**config.mk**
```make
export PLATFORM = sky130hd
export DESIGN_NAME = mcu_status_reg
export DESIGN_NICKNAME = d
export VERILOG_FILES = /design/src/rtl/mcu_status_pkg.sv /design/src/rtl/sr_event_arb.sv /design/src/rtl/sr_cause_rules.sv /design/src/rtl/sr_field_upd.sv /design/src/rtl/sr_page_dec.sv /design/src/rtl/mcu_status_reg.sv
export SDC_FILE = /design/constraint.sdc
export NUM_CORES = 1
export LEC_CHECK = 0
export ABC_AREA = 1
export BUFFER_PORTS_ARGS = -buffer_cell sky130_fd_sc_hd__buf_2
export CAP_MARGIN = 30
export CORE_UTILIZATION = 45
export CTS_CLUSTER_DIAMETER = 30
export DETAILED_ROUTE_END_ITERATION = 7
export PLACE_DENSITY = 0.81
export SLEW_MARGIN = 20
export SYNTH_ARGS = -nofsm -noshare
export SYNTH_HDL_FRONTEND = slang
export SYNTH_HIERARCHICAL = 1
export SYNTH_SLANG_ARGS = --single-unit
```
**constraint.sdc**
```tcl
create_clock -name clk -period 4.69 [get_ports clk]
set_input_delay 0.938 -clock clk [delete_from_list [all_inputs] [get_ports clk]]
set_output_delay 0.938 -clock clk [all_outputs]
set_load 0.1 [all_outputs]
```
**src/rtl/mcu_status_pkg.sv**
```systemverilog
// Package: shared bit positions, field widths and the event kind used by the
// status register and its sub-blocks. Assumes an 8-bit register layout.
package mcu_status_pkg;

    localparam int REG_W      = 8;
    localparam int FLAG_W     = 3;
    localparam int PAGE_W     = 3;

    localparam int BIT_CARRY  = 0;
    localparam int BIT_HALF   = 1;
    localparam int BIT_ZERO   = 2;
    localparam int BIT_PD     = 3;
    localparam int BIT_TO     = 4;
    localparam int BIT_CPEN   = 5;
    localparam int BIT_CPSEL  = 6;
    localparam int BIT_DPAGE  = 7;

    localparam int PAGE_LSB   = BIT_CPEN;

    // Event that wins arbitration in one cycle.
    typedef enum logic [2:0] {
        EVK_NONE      = 3'd0,
        EVK_POWER     = 3'd1,
        EVK_WDT_SLEEP = 3'd2,
        EVK_WDT_AWAKE = 3'd3,
        EVK_EXT_WAKE  = 3'd4,
        EVK_EXT_RST   = 3'd5,
        EVK_SLEEP     = 3'd6,
        EVK_WDT_CLR   = 3'd7
    } ev_kind_e;

    // Effects of the winning event on the register.
    typedef struct packed {
        logic to_next;
        logic pd_next;
        logic page_clr;
        logic flag_clr;
        logic wr_block;
    } ev_effect_t;

endpackage

```
**src/rtl/sr_event_arb.sv**
```systemverilog
// Event arbiter: picks one event from the strobes by fixed priority.
// The order is power-up, watchdog timeout, external wake, external
// reset, sleep, watchdog clear. Assumes the strobes are one cycle long.
module sr_event_arb
    import mcu_status_pkg::*;
(
    input  logic     pwr_up,
    input  logic     wdt_to,
    input  logic     asleep,
    input  logic     ext_wake,
    input  logic     ext_rst,
    input  logic     sleep_in,
    input  logic     wdt_clr,
    output ev_kind_e kind
);

    // Purpose: priority chain, highest first.
    always_comb begin
        if (pwr_up)        kind = EVK_POWER;
        else if (wdt_to)   kind = asleep ? EVK_WDT_SLEEP : EVK_WDT_AWAKE;
        else if (ext_wake) kind = EVK_EXT_WAKE;
        else if (ext_rst)  kind = EVK_EXT_RST;
        else if (sleep_in) kind = EVK_SLEEP;
        else if (wdt_clr)  kind = EVK_WDT_CLR;
        else               kind = EVK_NONE;
    end

endmodule

```
**src/rtl/sr_cause_rules.sv**
```systemverilog
// Reset-cause rules: maps the winning event and the present time-out and
// power-down bits to their next values. It also says whether the page bits
// clear, whether the flags clear, and whether writes are blocked this cycle.
module sr_cause_rules
    import mcu_status_pkg::*;
(
    input  ev_kind_e   kind,
    input  logic       to_q,
    input  logic       pd_q,
    output ev_effect_t eff
);

    // Purpose: table of event effects; unlisted fields hold.
    always_comb begin
        eff.to_next  = to_q;
        eff.pd_next  = pd_q;
        eff.page_clr = 1'b0;
        eff.flag_clr = 1'b0;
        eff.wr_block = 1'b0;
        case (kind)
            EVK_POWER: begin
                eff.to_next  = 1'b1;
                eff.pd_next  = 1'b1;
                eff.page_clr = 1'b1;
                eff.flag_clr = 1'b1;
                eff.wr_block = 1'b1;
            end
            EVK_WDT_SLEEP: begin
                eff.to_next  = 1'b0;
                eff.pd_next  = 1'b0;
                eff.page_clr = 1'b1;
                eff.wr_block = 1'b1;
            end
            EVK_WDT_AWAKE: begin
                eff.to_next  = 1'b0;
                eff.pd_next  = 1'b1;
                eff.page_clr = 1'b1;
                eff.wr_block = 1'b1;
            end
            EVK_EXT_WAKE: begin
                eff.to_next  = 1'b1;
                eff.pd_next  = 1'b0;
                eff.page_clr = 1'b1;
                eff.wr_block = 1'b1;
            end
            EVK_EXT_RST: begin
                eff.page_clr = 1'b1;
                eff.wr_block = 1'b1;
            end
            EVK_SLEEP: begin
                eff.to_next  = 1'b1;
                eff.pd_next  = 1'b0;
            end
            EVK_WDT_CLR: begin
                eff.to_next  = 1'b1;
                eff.pd_next  = 1'b1;
            end
            default: begin
                eff.to_next  = to_q;
                eff.pd_next  = pd_q;
            end
        endcase
    end

endmodule

```
**src/rtl/sr_field_upd.sv**
```systemverilog
// Field updater: next value of an N-bit writable field. Clear beats
// block, block beats the writers, and an ALU enable beats a software
// write bit by bit. When HAS_ALU is 0, the ALU path is not built.
module sr_field_upd #(
    parameter int N       = 3,
    parameter bit HAS_ALU = 1'b1
) (
    input  logic         clr,
    input  logic         block,
    input  logic [N-1:0] alu_we,
    input  logic [N-1:0] alu_d,
    input  logic         sw_we,
    input  logic [N-1:0] sw_d,
    input  logic [N-1:0] cur,
    output logic [N-1:0] nxt
);

    logic [N-1:0] alu_en;

    generate
        if (HAS_ALU) begin : g_alu
            assign alu_en = alu_we;
        end else begin : g_noalu
            logic [N-1:0] unused_alu;
            assign unused_alu = alu_we ^ alu_d;
            assign alu_en     = '0;
        end
    endgenerate

    for (genvar i = 0; i < N; i++) begin : g_bit
        // Purpose: select the next value of one bit.
        always_comb begin
            if (clr)            nxt[i] = 1'b0;
            else if (block)     nxt[i] = cur[i];
            else if (alu_en[i]) nxt[i] = alu_d[i];
            else if (sw_we)     nxt[i] = sw_d[i];
            else                nxt[i] = cur[i];
        end
    end

endmodule

```
**src/rtl/sr_page_dec.sv**
```systemverilog
// Page decoder: turns the enable and select bits into a control-page index
// (0, 1 or 2). The select bit is ignored while the enable bit is 0.
module sr_page_dec #(
    parameter int IDX_W = 2
) (
    input  logic             en,
    input  logic             sel,
    output logic [IDX_W-1:0] idx
);

    // Purpose: three-way decode.
    always_comb begin
        if (!en)      idx = IDX_W'(0);
        else if (sel) idx = IDX_W'(2);
        else          idx = IDX_W'(1);
    end

endmodule

```
**src/rtl/mcu_status_reg.sv**
```systemverilog
// Top: microcontroller status register. It holds the ALU flags, the
// time-out and power-down cause bits and the page-select bits. It assumes
// one-cycle event strobes and a synchronous active-low reset that acts
// as power-up.
module mcu_status_reg
    import mcu_status_pkg::*;
(
    input  logic              clk,
    input  logic              rst_n,
    input  logic [FLAG_W-1:0] alu_we,
    input  logic [FLAG_W-1:0] alu_flags,
    input  logic              sw_we,
    input  logic [REG_W-1:0]  sw_data,
    input  logic              ev_sleep,
    input  logic              ev_wdt_clr,
    input  logic              ev_wdt_to,
    input  logic              core_asleep,
    input  logic              ev_pwr_up,
    input  logic              ev_ext_wake,
    input  logic              ev_ext_rst,
    output logic [REG_W-1:0]  status,
    output logic [1:0]        ctl_page,
    output logic              data_page
);

    localparam logic [REG_W-1:0] RST_VAL =
        REG_W'((1 << BIT_TO) | (1 << BIT_PD));

    logic [REG_W-1:0]  stat_q;
    logic [REG_W-1:0]  stat_d;
    ev_kind_e          kind;
    ev_effect_t        eff;
    logic [FLAG_W-1:0] flag_nxt;
    logic [PAGE_W-1:0] page_nxt;

    sr_event_arb u_arb (
        .pwr_up   (ev_pwr_up),
        .wdt_to   (ev_wdt_to),
        .asleep   (core_asleep),
        .ext_wake (ev_ext_wake),
        .ext_rst  (ev_ext_rst),
        .sleep_in (ev_sleep),
        .wdt_clr  (ev_wdt_clr),
        .kind     (kind)
    );

    sr_cause_rules u_rules (
        .kind (kind),
        .to_q (stat_q[BIT_TO]),
        .pd_q (stat_q[BIT_PD]),
        .eff  (eff)
    );

    sr_field_upd #(.N(FLAG_W), .HAS_ALU(1'b1)) u_flags (
        .clr    (eff.flag_clr),
        .block  (eff.wr_block),
        .alu_we (alu_we),
        .alu_d  (alu_flags),
        .sw_we  (sw_we),
        .sw_d   (sw_data[FLAG_W-1:0]),
        .cur    (stat_q[FLAG_W-1:0]),
        .nxt    (flag_nxt)
    );

    sr_field_upd #(.N(PAGE_W), .HAS_ALU(1'b0)) u_pages (
        .clr    (eff.page_clr),
        .block  (eff.wr_block),
        .alu_we ('0),
        .alu_d  ('0),
        .sw_we  (sw_we),
        .sw_d   (sw_data[PAGE_LSB +: PAGE_W]),
        .cur    (stat_q[PAGE_LSB +: PAGE_W]),
        .nxt    (page_nxt)
    );

    sr_page_dec #(.IDX_W(2)) u_pdec (
        .en  (stat_q[BIT_CPEN]),
        .sel (stat_q[BIT_CPSEL]),
        .idx (ctl_page)
    );

    // Purpose: assemble the next register value from its fields.
    always_comb begin
        stat_d                        = stat_q;
        stat_d[FLAG_W-1:0]            = flag_nxt;
        stat_d[BIT_PD]                = eff.pd_next;
        stat_d[BIT_TO]                = eff.to_next;
        stat_d[PAGE_LSB +: PAGE_W]    = page_nxt;
    end

    // Purpose: state register with synchronous reset to the power-up value.
    always_ff @(posedge clk) begin
        if (!rst_n) stat_q <= RST_VAL;
        else        stat_q <= stat_d;
    end

    assign status    = stat_q;
    assign data_page = stat_q[BIT_DPAGE];

endmodule

```
==> flow_summary.yaml, run 1 <==
clock_tree:
  ctsHoldBuffers: 0
  cts_buffers: 3
  cts_sinks: 8
  htree_levels: 1
  cts_root_buf: "clkbuf_4"
  cts_tree: "done"
  insertion_delay_ps: 250
  post_cts_buffers: 0
  cts.clk_slew.worst_paths_ps: 60
  cts.path.max_buffers: 2
  post_cts_resized: 0
power:
  net-switching-power_uw: 88.4
  finalPower_uw: 212
  combPwrFrac: 0.392
  switching_share: 0.417
  vdd_drop_max_v: 0.000221
  clock_power_share: 0.256
  pwr-share-seq: 0.352
  power.leakage_uw: 0.000543
  p_int_uw: 124
  power_density_nw_per_um2: 271
place:
  dp.cells: 154
  port_buffers: 32
  dp_hpwl_mm: 1.06
  place_congestion: 0.785
final_layout:
  largest_reg_flops: 8
  final_util: 0.668
  drive_gt1_frac: 0.301
  layout.cells.non_filler: 157
  num_antenna_cells: 0
  nNetsFinal: 169
  area_growth_syn_to_layout_pct: 29.9
  num-fill-cells: 115
sta:
  skew_ps: 0
  hold_viol_final: 0
  period_needed_ps: 2210
  finalCritPeriodShare: 0.472
  fin_setup_tns_ps: 0
  setup_viol: 0
  slew_viol_final: 0
  max_slew.worst_pin.slew_ps: 487
  max_freq_mhz: 452
  relSlewSlack: 0.678
  rsz0062_at_grt: "false"
yosys:
  synth.avg_cell_area_um2: 5.42
  yosys_warnings: 6
  synth_cells: 111
  syn-num-nets: 135
  syn_area_um2: 602
worst_setup_path:
  critPathKind: "input pin to flop"
  start_kind: "input pin"
  worstPathMaxFanout: 7
  critical_path_required_ps: 4850
  critical_path_arrival_ps: 2370
  r2r_setup_slack_ps: 3910
  cp-end-kind: "flop"
grt:
  grt_pass1_wl_mm: 2.06
  grt_max_degree: 9
  grt_antenna_before_repair: 0
  grt_pass1_vias: 582
  grt_overflow: 0
  grtUsageTotal: 0.207
hold_path:
  hold_path_class: "flop to flop"
floorplan:
  dieArea_um2: 1490
  start_util: 0.514
  die_y_um: 38.6
  num_rows: 12
  pin_count: 35
  coreArea_um2: 1170
  fp.dieW_um: 38.6
drt:
  ant_nets: 0
  vias_per_cell: 4.35
  drt_iter0_drc: 9
  wl_per_cell_um: 8.47
  drt_first_pass_iters: 4
  vias: 683
  drt-total-wl_mm: 1.33
  drc: 0
run:
  max_cap_violations: 0
outcome:
  status: "finished clean"
==> worst max-delay path, stage by stage <==
cell and delay [ps]:
buf_2 110, inv_2 70, nand2_1 50, a31oi_1 300, inv_1 100, nand2_2 100
nand3_1 240, inv_1 170, nand3_1 90, nand2_1 70, nor2_1 40, nand2_1 60
inv_1 30
==> final timing paths <==
path / from / endpoint / cells past startpoint
setup / recovery: ev_wdt_to / status[5] / 13
setup reg to reg: status[2] / status[2] / 6
hold / removal: status[3] / status[3] / 4
hold reg to reg: status[3] / status[3] / 4
==> metal layers <==
layer,up-vias,wire [um],global-route usage
met2,24,615,0.400
met5,-,0,0
met3,4,70,0.0173
met1,268,606,0.196
met4,0,37,0.155
li1,387,-,-
==> through the flow <==
stage	instance area (um^2)	hold WS (ps)	setup WS, ps
2_1_floorplan	602	996	1850
3_3_place_gp	759	532	2280
3_5_place_dp	759	553	2230
4_1_cts	782	563	2490
5_1_grt	782	601	2300
6_report	782	554	2480
==> placed cells by master, fill, tap and decap left out, drive strengths merged <==
cell type,instances
a21oi,7
a31oi,1
buf,32
clkbuf,3
dfxtp,8
inv,35
nand2,30
nand3,9
nand4,1
nor2,13
o21ai,3
o21bai,1
==> layout make-up <==
type,count,area [um^2],area share
multi-input combinational,65,290,0.371
sequential,8,160,0.205
timing repair buffer,32,160,0.205
inverter,35,131,0.168
clock buffer,3,22.5,0.0288
tap,14,17.5,0.0224
==> power by group through the flow <==
stage	Clock, uW	Combinational, uW	Sequential (uW)
floorplan	0	36.8	104
global placement	0	81.5	75.8
detailed placement	0	83.5	76.0
CTS	56.2	83.8	74.6
global route	58.3	91.2	75.2
finish	54.3	83.2	74.5
(Power assumes the default switching activity.)
==> run 2, diff against run 1 <==
- ABC_AREA: 1 -> 0
- CORE_UTILIZATION: 45 -> 37
- PLACE_DENSITY: 0.81 -> 0.72
- clock period: 4.69 -> 1.9 ns (I/O delays scaled with it)
==> flow_summary.yaml, run 2 <==
clock_tree:
  htree_levels: 1
  cts.path.max_buffers: 2
  post_cts_buffers: 0
  cts_root_buf: "clkbuf_4"
  post_cts_resized: 0
  cts_buffers: 3
  cts_sinks: 8
  ctsHoldBuffers: 0
  cts_tree: "done"
  insertion_delay_ps: 250
  cts.clk_slew.worst_paths_ps: 60
sta:
  setup_viol: 0
  worst_slack_ps: 84.8
  slew_viol_final: 0
  period_needed_ps: 1820
  relSlewSlack: 0.679
  skew_ps: 0
  finalCritPeriodShare: 0.955
  hold_viol_final: 0
  fin_setup_tns_ps: 0
  max_slew.worst_pin.slew_ps: 485
  hold_slack_ps: 363
  rsz0062_at_grt: "false"
  max_freq_mhz: 551
place:
  port_buffers: 32
  preCtsSetupSlack_ps: -161
  dp_hpwl_mm: 1.17
  placed_area_um2: 838
  place_congestion: 0.717
drt:
  drt_iter0_drc: 15
  drc: 0
  vias: 651
  drt-total-wl_mm: 1.46
  vias_per_cell: 5.09
  wl_per_cell_um: 11.4
  drt_first_pass_iters: 4
  ant_nets: 0
yosys:
  synth_cells: 71
  syn_area_um2: 567
  synth.avg_cell_area_um2: 7.98
  yosys_warnings: 6
  syn-num-nets: 95
worst_setup_path:
  worstPathMaxFanout: 10
  worstReg2RegStart: "status[0]"
  critPathSlowestCell: "a221o_1"
  critical_path_arrival_ps: 2020
  critPathKind: "input pin to flop"
  cp-end-kind: "flop"
  worstSetupStartpoint: "ev_ext_wake"
  path_cells: "buf_2 -> nor2_1 -> o21ai_0 -> a21oi_2 -> nor3_2 -> a21oi_2 -> buf_4 -> nor2_1 -> a221o_1 -> nor3_1 -> and2_1"
  critical_path_required_ps: 2100
  start_kind: "input pin"
  critPathMaxStageDelay_ps: 320
final_layout:
  layout_common_cells: "buf_2, buf_4, inv_1"
  final_area_um2: 861
  mostFrequentLayoutCell: "buf_2"
  drive_gt1_frac: 0.540
  num_antenna_cells: 0
  largest_reg_flops: 8
  area_growth_syn_to_layout_pct: 51.9
  nNetsFinal: 139
floorplan:
  num_rows: 13
  coreArea_um2: 1370
  die_y_um: 41.1
  start_util: 0.415
  dieArea_um2: 1690
  fp.dieW_um: 41.1
  pin_count: 35
power:
  power.leakage_uw: 0.000403
  vdd_drop_max_v: 0.000563
  power_density_nw_per_um2: 574
grt:
  grt_overflow: 0
  grt_antenna_before_repair: 0
  grt_max_degree: 11
  grt_pass1_wl_mm: 2.06
  grt_pass1_vias: 537
  grtUsageTotal: 0.189
hold_path:
  hold_path_class: "input pin to flop"
  min_from: "rst_n"
run:
  max_cap_violations: 0
outcome:
  status: "finished clean"
## run 2: changes by cell type in the layout (fill, tap and decap cells not counted), moves of 4 or more
| cell | before | now |
|---|---|---|
| o21ai_2 | 0 | 4 |
| nand2b_1 | 0 | 6 |
| nor2_1 | 10 | 6 |
| nand3_1 | 9 | 0 |
| a21oi_1 | 6 | 2 |
| and2_1 | 0 | 6 |
| inv_1 | 32 | 7 |
| buf_4 | 0 | 10 |
| nand2_1 | 29 | 0 |
| nor3_1 | 0 | 6 |
## run 2: where the power goes
part / switching (uW) / internal [uW] / total [uW]
Clock: 61.4 / 72.5 / 134
Combinational: 111 / 70.5 / 181
Sequential: 4.70 / 174 / 179
Total: 177 / 317 / 494
## run 2: final timing paths
check             slack [ps]  cells after the start        end
setup / recovery          80                     11  status[0]
hold / removal           360                      2  status[4]
setup reg to reg         780                      4  status[0]
hold reg to reg          600                      3  status[4]
## run 2: area by class of cell
type                    instances  area, um^2
clock buffers                   3        22.5
fillers                       138         505
inverters                       7        26.3
multi-input cells              53         395
flip-flops and latches          8         163
well taps                      15        18.8
repair buffers                 42         235
## run 2: worst max-delay path, delay by kind of cell
kind	cells	cell delay [ps]
AND/OR/NAND/NOR	5	560
AO/OA/AOI/OAI	4	800
buffers and inverters	2	290
## run 2: metrics by stage
stage                     power (uW)  utilization  cells
final                            494        0.630    128
after global routing             522        0.630    128
after CTS                        499        0.630    128
after detailed placement         364        0.614    125
after global placement           357        0.614    125
after floorplan                  300            -     71
## run 2: metal layers
layer  global-route usage  vias to the layer above  wire, um
met2                0.348                       22       781
met4               0.0484                        0         4
met1                0.192                      292       589
li1                     -                      335         -
met5                    0                        -         0
met3               0.0815                        2        85
